==> config.mk <==
export PLATFORM = sky130hd
export DESIGN_NAME = mem_write_guard
export DESIGN_NICKNAME = d
export VERILOG_FILES = /design/src/rtl/mem_write_guard.sv
export SDC_FILE = /design/constraint.sdc
export NUM_CORES = 1
export LEC_CHECK = 0
export ABC_AREA = 1
export BUFFER_PORTS_ARGS = -buffer_cell sky130_fd_sc_hd__buf_2
export CAP_MARGIN = 25
export CORE_MARGIN = 2
export CORE_UTILIZATION = 45
export CTS_BUF_LIST = sky130_fd_sc_hd__clkbuf_8
export CTS_CLUSTER_DIAMETER = 120
export DETAILED_ROUTE_END_ITERATION = 16
export PLACE_DENSITY = 0.8
export SKIP_CTS_REPAIR_TIMING = 1
export SLEW_MARGIN = 20
export SYNTH_ARGS = -nofsm -noshare
export SYNTH_HDL_FRONTEND = slang
export SYNTH_SLANG_ARGS = --single-unit
==> constraint.sdc <==
create_clock -name clk -period 2.3 [get_ports clk]
set_input_delay 0.115 -clock clk [delete_from_list [all_inputs] [get_ports clk]]
set_output_delay 0.115 -clock clk [all_outputs]
set_load 0.02 [all_outputs]
==> src/rtl/mem_write_guard.sv <==
module mem_write_guard #(
  parameter int BANK_W   = 8,
  parameter int OFS_W    = 14,
  parameter int REGIONS  = 8,
  parameter int PAGES    = 16,
  parameter int PAGE_LSB = 8,
  parameter logic [BANK_W-1:0] SYS_BANK = 8'h20
) (
  input  logic               clk,
  input  logic               rst_n,
  input  logic [BANK_W-1:0]  bank,
  input  logic [OFS_W-1:0]   offset,
  input  logic               wr_req,
  input  logic               map_we,
  input  logic [REGIONS-1:0] map_wdata,
  input  logic               guard_we,
  input  logic [PAGES-1:0]   guard_wdata,
  input  logic               irq_entry,
  input  logic               rst_entry,
  input  logic               flag_ack,
  output logic               mem_we,
  output logic               irq,
  output logic               viol_flag
);
  localparam int RSEL_W  = $clog2(REGIONS);
  localparam int PAGE_W  = $clog2(PAGES);
  localparam int WIN_TOP = PAGE_LSB + PAGE_W;

  logic [REGIONS-1:0] ro_map;
  logic [PAGES-1:0]   guard;
  logic               flag;

  wire [RSEL_W-1:0] region    = bank[BANK_W-1 -: RSEL_W];
  wire              region_ok = ro_map[region];
  wire              in_window = (bank == SYS_BANK) && (offset[OFS_W-1:WIN_TOP] == '0);
  wire [PAGE_W-1:0] page      = offset[WIN_TOP-1:PAGE_LSB];
  wire              page_ok   = !in_window || guard[page];
  wire              violation = wr_req && region_ok && !page_ok;
  wire              unused_ok = &{1'b0, offset[PAGE_LSB-1:0]};

  assign mem_we    = wr_req && region_ok && page_ok;
  assign irq       = flag;
  assign viol_flag = flag;

  always_ff @(posedge clk or negedge rst_n) begin
    if (!rst_n) begin
      ro_map <= '1;
      guard  <= '1;
      flag   <= 1'b0;
    end else begin
      if (map_we) ro_map <= map_wdata;
      if (irq_entry || rst_entry) guard <= '1;
      else if (guard_we)          guard <= guard_wdata;
      if (violation)     flag <= 1'b1;
      else if (flag_ack) flag <= 1'b0;
    end
  end
endmodule

### Word-level counts from Yosys, hierarchy flattened

Cells that the tools add are included.

| cells by class | value |
|---|---|
| reductions and logical operators | 11 |
| equality and inequality tests | 1 |
| mux-type cells | 8 |
| magnitude comparators | 2 |

Operators with widths:

| operator | count |
|---|---|
| $mux 16 | 2 |
| $eq 8x6->1 const B | 1 |
| $lt 4x5->1 const B | 1 |
| $bmux 1 s4 | 1 |
| $logic_and 1x1->1 | 4 |
| $lt 3x4->1 const B | 1 |
| $mux 1 | 4 |
| $reduce_bool 2->1 | 2 |
| $bmux 1 s3 | 1 |
| $logic_not 1->1 | 2 |
| $logic_not 2->1 | 1 |
| $logic_or 1x1->1 | 2 |

| word-level totals | value |
|---|---|
| flip-flop bits (word level) | 25 |
| output and inout bits | 3 |
| logic and storage cells | 25 |
| input port bits | 54 |

### Longest topological paths before layout

Gate-level depths: netlist (run 1).

| depth | value |
|---|---|
| word-level depth | 7 |
| depth in mapped cells | 9 |
| mapped depth without buffers | 8 |

### Worst setup path after synthesis (run 1)

Ideal clock, no wire load.

| timing path | value |
|---|---|
| path kind | register to output |
| from | reg guard[7] |
| to | out mem_we |
| data required time | 2.185 ns |
| path slack | 1.129 ns |
| cell stages (with the launch flop) | 9 |
| arrival time | 1.056 ns |
| path buffers | 0 |
| cell sequence | dfstp_2 > inv_1 > nand2_1 > nand3_1 > nand3_1 > nand3_1 > nand3_1 > nand2_1 > inv_1 |

| between the ends | value |
|---|---|
| cells in the longest elaborated chain, start to end | 4 |

RTL lines:

| item | RTL line | text |
|---|---|---|
| start, declared | 30 | `logic [PAGES-1:0] guard;` |
| start signal, assigned | 53 | `else if (guard_we) guard <= guard_wdata;` |
| $bmux 1 s4 | 37 | `wire page_ok = !in_window \|\| guard[page];` |
| $mux 1 (implied by the code) | 37 |  |
| $logic_or 1x1->1 | 37 |  |
| $logic_and 1x1->1 | 41 | `assign mem_we = wr_req && region_ok && page_ok;` |
| end, declared | 21 | `output logic mem_we,` |

No other way between the ends. The select of a mux whose other input is x is not followed.

### Worst setup path after layout (run 1)

Ends and elaborated chain as after synthesis.

==> results_tabular.tex, run 1 <==
\begin{tabular}{lr}
\hline
Metric & Value \\
\hline
\multicolumn{2}{l}{\textbf{Route}} \\
Starting DRC count in detailed routing & 26 \\
Overall via count from detail\_route & 1205 \\
Final wirelength & 2620 um \\
DRC violations left & 0 \\
Via density per instance & 4.82 \\
Routed wirelength normalized by instance count & 10.5 um \\
Detailed Routing Iterations Pass 1 & 4 \\
ANT nets after route & 0 \\
\multicolumn{2}{l}{\textbf{Worst hold path}} \\
Class of the tightest hold or removal check & input pin to flip-flop \\
\multicolumn{2}{l}{\textbf{Timing}} \\
Setup TNS Final & 0 ns \\
Worst max-slew margin expressed relative to the limit & 65.4\% \\
Minimum hold slack & 0.0515 ns \\
Max Clock Freq & 619 MHz \\
Clock Skew & 0.00201 ns \\
RSZ-0062 raised after global routing & false \\
Final hold violation count & 0 \\
Final worst-path cycle share & 70.3\% \\
Post-route minimum period & 1.62 ns \\
Final-report setup violation count & 0 \\
Max-slew violation count & 0 \\
PnR worst setup slack & 0.684 ns \\
Transition time at the pin with the least slew margin & 0.519 ns \\
\multicolumn{2}{l}{\textbf{Logic synthesis}} \\
Seq/Total Area, Yosys & 49.6\% \\
Synthesis warning total & 0 \\
Post-Synthesis Mean Instance Area & 7.69 um2 \\
Number of flip-flops and latches in the synthesized netlist & 25 \\
Netlist Area Pre-Place & 1320 um2 \\
Post-synth net total & 226 \\
Count of different cell masters after synthesis & 15 \\
Count of mapped cells out of synthesis & 172 \\
\multicolumn{2}{l}{\textbf{Floorplanning}} \\
Top Ports & 57 \\
Floorplan Core Area & 2780 um2 \\
Die outline height & 58.2 um \\
Standard-cell rows & 19 \\
Area enclosed by the die boundary & 3390 um2 \\
Die W & 58.2 um \\
Initial Utilization & 47.5\% \\
\multicolumn{2}{l}{\textbf{Clock tree}} \\
Clock slew seen by the registers of the worst setup and hold paths & 0.08 ns \\
CTS tree & done \\
TritonCTS buffer count & 3 \\
H-Tree Depth & 1 \\
Clock buffer depth & 2 \\
Clock Latency Late Sink & 0.27 ns \\
CTS sink count & 25 \\
Root buffer cell & clkbuf\_8 \\
\multicolumn{2}{l}{\textbf{Setup path}} \\
Most Frequent Cell on Critical Path & nand3\_1 \\
Sum of buffers and inverters on the critical path & 3 \\
Worst Path Max Fanout & 2 \\
Kind of cell adding the most delay to the critical path & flip-flops \\
Required time at the endpoint of the critical path & 2.18 ns \\
Startpoint class of the critical path & flip-flop \\
Slowest library cell on the worst path & dfstp\_2 \\
WS Path Type & flip-flop to primary output \\
Critical Path AT & 1.50 ns \\
Worst path max stage delay & 0.52 ns \\
Critical path cell sequence & inv\_1 -> nand2\_1 -> nand3\_1 -> nand3\_1 -> nand3\_1 -> nand3\_1 -> nand2\_1 -> inv\_1 -> buf\_2 \\
Element type at the critical path end & primary output \\
\multicolumn{2}{l}{\textbf{Global routing}} \\
Maximum number of pins on one net before global-route repair & 33 \\
First-pass GRT wire length & 4580 um \\
Aggregate global-route resource usage & 17.6\% \\
Via count of the first global-routing pass & 1055 \\
Antenna violations before repair & 0 \\
Gr ovfl total & 0 \\
\multicolumn{2}{l}{\textbf{Power and ir drop}} \\
Power share of the combinational group & 16.5\% \\
PwrDens & 545 nW/um2 \\
Clock power frac & 28.5\% \\
Reg power frac & 54.9\% \\
Leakage power summed over all cells & 0.903 nW \\
Switching Fraction & 25.2\% \\
Internal power & 0.664 mW \\
NetSw & 0.223 mW \\
Maximum vdd drop & 0.000553 V \\
\multicolumn{2}{l}{\textbf{Flow run}} \\
Number of maximum-capacitance constraint violations & 0 \\
\multicolumn{2}{l}{\textbf{Placed design}} \\
Post-DP HPWL & 1960 um \\
Worst slack, placed & 0.974 ns \\
Routability congestion estimate & 0.929 \\
Buffers added on ports & 48 \\
Area after DPL & 1570 um2 \\
\multicolumn{2}{l}{\textbf{Status}} \\
Outcome & finished, final reports clean \\
\multicolumn{2}{l}{\textbf{Layout}} \\
Highest-count cells in the layout ignoring fill and taps & nand2\_1 (54), buf\_2 (48), inv\_1 (30), dfstp\_2 (24), nand3\_1 (20) \\
FILL cells & 275 \\
Leading cell type in the layout, fill and taps excluded & nand2\_1 \\
Layout Nets & 274 \\
Share of layout cells above drive strength 1 & 36.5\% \\
Final Cell Area & 1630 um2 \\
ANT cells & 0 \\
Layout-stage area growth over the synthesis result & 23.0\% \\
\hline
\end{tabular}
-- per-stage QoR --
stage / total power, mW / std cells / utilization, %
2_1_floorplan: 0.575 / 172 / -
3_3_place_gp: 0.638 / 245 / 56.5
3_5_place_dp: 0.641 / 245 / 56.5
4_1_cts: 0.899 / 249 / 58.1
5_1_grt: 0.943 / 250 / 58.5
6_report: 0.887 / 250 / 58.5
-- layer usage --
| metal | wire length, um | vias up | track usage (%) | part of all wire (%) |
|---|---|---|---|---|
| met5 | 0 | - | 0 | 0 |
| met4 | 29 | 0 | 4.98 | 1.1 |
| met3 | 164 | 5 | 4.91 | 6.3 |
| met2 | 1160 | 40 | 26.9 | 44 |
| met1 | 1260 | 520 | 24.6 | 48 |
| li1 | - | 640 | - | - |
-- power groups by stage --
| stage | sequential, mW | clock [mW] | combinational (mW) |
|---|---|---|---|
| 6_report | 0.487 | 0.253 | 0.146 |
| 5_1_grt | 0.490 | 0.282 | 0.172 |
| 4_1_cts | 0.487 | 0.264 | 0.147 |
| 3_5_place_dp | 0.494 | 0 | 0.147 |
| 3_3_place_gp | 0.493 | 0 | 0.144 |
| 2_1_floorplan | 0.493 | 0 | 0.0818 |
-- registers in the layout, summed over array words and instances (netlist names) --
name	count
irq	1
guard	16
ro_map	8
-- final timing paths --
check,endpoint,start,depth (start not counted),slack [ns]
min reg2reg,ro_map[5],ro_map[5],2,0.49
max in group asynchronous,guard[12],rst_n,2,1.58
min,ro_map[5],map_wdata[5],3,0.05
max reg2reg,irq,ro_map[7],8,1.12
max,mem_we,guard[7],9,0.68
min in group asynchronous,irq,rst_n,2,0.36
-- final cells by class --
class / instances / area [um2] / area share [%]
Clock inverter: 1 / 5.00 / 0.308
Tap cell: 31 / 38.8 / 2.38
Timing Repair Buffer: 50 / 258 / 15.8
Inverter: 32 / 120 / 7.38
Multi-Input combinational cell: 108 / 508 / 31.2
Clock buffer: 3 / 41.3 / 2.54
Sequential cell: 25 / 656 / 40.3
-- synth_stat cells, drive strengths merged --
cell     n  area, um2
nand2   54        203
inv     32        120
dfstp   24        631
nand3   20        100
o211ai  16        120
nor2     8       32.5
o21ai    8       40.0
clkbuf   4       15.0
buf      3       23.8
nand4    2       12.5
dfrtp    1       25.0
-- logic make-up (layout without fill, tap and decap cells) --
group,count (synthesis),after routing,synth area share (%)
AND/OR/NAND/NOR,84,84,26.3
AO/OA/AOI/OAI,24,24,12.1
buffers and inverters,39,86,12.0
flip-flops,25,25,49.6
-- worst reg2reg max path: cells and delay by family (launching register included) --
family | cells | cell delay [ns]
AND/OR/NAND/NOR | 7 | 0.56
flip-flops | 1 | 0.52
buffers and inverters | 1 | 0.05
(Power assumes the default switching activity.)
==> run 2, diff against run 1 <==
- CORE_UTILIZATION: 45 -> 44
- PLACE_DENSITY: 0.8 -> 0.82
- clock period: 2.3 -> 1.47 ns (I/O delays scaled with it)
==> run 2 against run 1 <==
  * The flow now finishes with violations (DRC, setup timing)
  * Register-to-register slack lost 0.92 ns
  * Via count shrank 0.58%
  * Power grew 59%
  * Cell area grew 3.6%
  * Worst hold slack lost 0.041 ns
  * Die area grew 2.1%
  * Utilization grew 1.6 points
  * Non-clock buffer count grew 3
  * Setup slack lost 0.74 ns
  * Global-route usage shrank 1.1 points
  * Clock skew shrank 0.00094 ns
  * First-iteration DRC count grew 65%
==> results_tabular.tex, run 2 (synthesis gave the netlist of run 1 again) <==
\begin{tabular}{lr}
\hline
Metric & Value \\
\hline
\multicolumn{2}{l}{\textbf{Power and ir drop}} \\
PwrDens & 838 nW/um2 \\
Reg power frac & 54.2\% \\
Clock power frac & 28.1\% \\
Leakage power summed over all cells & 0.914 nW \\
NetSw & 0.360 mW \\
Power share of the combinational group & 17.7\% \\
Switching Fraction & 25.5\% \\
Overall power & 1.41 mW \\
Maximum vdd drop & 0.000579 V \\
Internal power & 1.05 mW \\
\multicolumn{2}{l}{\textbf{Layout}} \\
Layout Nets & 277 \\
Fin cells & 253 \\
Most flop-heavy register & guard \\
Layout-stage area growth over the synthesis result & 27.4\% \\
Core utilization of the finished layout & 60.1\% \\
ANT cells & 0 \\
Area of all sequential standard cells & 656 um2 \\
Number of flip-flops in the largest register & 16 \\
Highest-count cells in the layout ignoring fill and taps & nand2\_1 (50), buf\_2 (47), dfstp\_2 (24), inv\_1 (23) \\
Footprint of the multi-input gates & 538 um2 \\
FILL cells & 273 \\
Leading cell type in the layout, fill and taps excluded & nand2\_1 \\
Share of layout cells above drive strength 1 & 44.1\% \\
\multicolumn{2}{l}{\textbf{Floorplanning}} \\
Floorplan Core Area & 2810 um2 \\
Die outline height & 58.8 um \\
Die W & 58.8 um \\
Standard-cell rows & 19 \\
Top Ports & 57 \\
Area enclosed by the die boundary & 3460 um2 \\
Initial Utilization & 47.1\% \\
\multicolumn{2}{l}{\textbf{Timing}} \\
RSZ-0062 raised after global routing & true \\
Max-slew violation count & 0 \\
Minimum hold slack & 0.0101 ns \\
Final-report setup violation count & 1 \\
Final worst-path cycle share & 104\% \\
PnR worst setup slack & -0.0534 ns \\
Final hold violation count & 0 \\
Max Clock Freq & 656 MHz \\
Setup TNS Final & -0.0534 ns \\
Transition time at the pin with the least slew margin & 0.514 ns \\
Worst max-slew margin expressed relative to the limit & 65.7\% \\
Clock Skew & 0.00107 ns \\
Post-route minimum period & 1.52 ns \\
\multicolumn{2}{l}{\textbf{Clock tree}} \\
CTS tree & done \\
Root buffer cell & clkbuf\_8 \\
Clock buffer depth & 2 \\
Clock slew seen by the registers of the worst setup and hold paths & 0.08 ns \\
Clock Latency Late Sink & 0.27 ns \\
H-Tree Depth & 1 \\
TritonCTS buffer count & 3 \\
CTS sink count & 25 \\
\multicolumn{2}{l}{\textbf{Worst hold path}} \\
Class of the tightest hold or removal check & input pin to flip-flop \\
Hold depth & 3 \\
Critical hold path startpoint & map\_wdata[6] \\
Hold-critical path endpoint & ro\_map[6] \\
\multicolumn{2}{l}{\textbf{Route}} \\
Final wirelength & 2660 um \\
DRC violations left & 2 \\
Starting DRC count in detailed routing & 43 \\
Via density per instance & 4.74 \\
ANT nets after route & 0 \\
Detailed Routing Iterations Pass 1 & 10 \\
Routed wirelength normalized by instance count & 10.5 um \\
Overall via count from detail\_route & 1198 \\
\multicolumn{2}{l}{\textbf{Status}} \\
Outcome & complete, but fails checks \\
Failing checks & DRC, setup timing \\
\multicolumn{2}{l}{\textbf{Placed design}} \\
Placed cell count & 245 \\
Routability congestion estimate & 0.891 \\
Buffers added on ports & 48 \\
Post-DP HPWL & 1950 um \\
\multicolumn{2}{l}{\textbf{Setup path}} \\
R2R setup slack & 0.20 ns \\
Required time at the endpoint of the critical path & 1.40 ns \\
Worst Path Max Fanout & 2 \\
Element type at the critical path end & primary output \\
WS Path Type & flip-flop to primary output \\
Startpoint class of the critical path & flip-flop \\
Worst R2R Start & guard[1] \\
Worst reg2reg endpoint & irq \\
Critical Path AT & 1.45 ns \\
Number of cells on the worst reg-to-reg path & 8 \\
\multicolumn{2}{l}{\textbf{Global routing}} \\
First-pass GRT wire length & 4380 um \\
Gr ovfl total & 0 \\
Maximum number of pins on one net before global-route repair & 33 \\
Via count of the first global-routing pass & 1092 \\
Antenna violations before repair & 0 \\
Aggregate global-route resource usage & 16.5\% \\
\multicolumn{2}{l}{\textbf{Flow run}} \\
Number of maximum-capacitance constraint violations & 0 \\
\hline
\end{tabular}
run 2: worst max path at each step:
| stage | startpoint | endpoint | slack [ns] | cells past startpoint |
|---|---|---|---|---|
| 5_1_grt | guard[3] | mem_we | -0.16 | 9 |
| 4_1_cts | guard[7] | mem_we | -0.12 | 9 |
| 2_1_floorplan | guard[7] | mem_we | 0.34 | 8 |
| 6_report | ro_map[7] | mem_we | -0.05 | 9 |
| 3_3_place_gp | guard[7] | mem_we | 0.19 | 9 |
| 3_5_place_dp | guard[7] | mem_we | 0.19 | 9 |
run 2: critical path: stages (launching register included):
cell and delay [ns]:
dfstp_2 0.52, inv_1 0.05, nand2_1 0.06, nand3_1 0.07
nand3_1 0.07, nand2_1 0.06, nor2_2 0.13, nand2_2 0.06
inv_2 0.05, buf_6 0.10
run 2: through the flow:
| step | setup WS (ns) | area [um2] |
|---|---|---|
| after floorplan | 0.341 | 1320 |
| after global placement | 0.194 | 1570 |
| after detailed placement | 0.186 | 1570 |
| after CTS | -0.119 | 1620 |
| after global routing | -0.163 | 1690 |
| final | -0.0534 | 1690 |
run 2: layout make-up:
class	instances	area share [%]
Inverter	32	7.13
Multi-Input combinational cell	108	31.9
Clock buffer	3	2.45
Tap cell	31	2.30
Clock inverter	1	0.297
Timing Repair Buffer	53	17.0
Sequential cell	25	38.9
run 2: metal layers:
layer / wire, um / part of all wire (%) / vias up / global-route usage [%]
met5: 0 / 0 / - / 0
met4: 58 / 2.2 / 0 / 7.79
met3: 107 / 4.0 / 5 / 1.76
met2: 1280 / 48 / 22 / 27.3
met1: 1210 / 46 / 528 / 21.7
li1: - / - / 643 / -
run 2: power groups by stage:
stage          sequential, mW  combinational (mW)  clock [mW]
6_report                0.765               0.250       0.396
5_1_grt                 0.769               0.288       0.446
4_1_cts                 0.764               0.230       0.419
3_5_place_dp            0.774               0.228           0
3_3_place_gp            0.772               0.225           0
2_1_floorplan           0.771               0.128           0
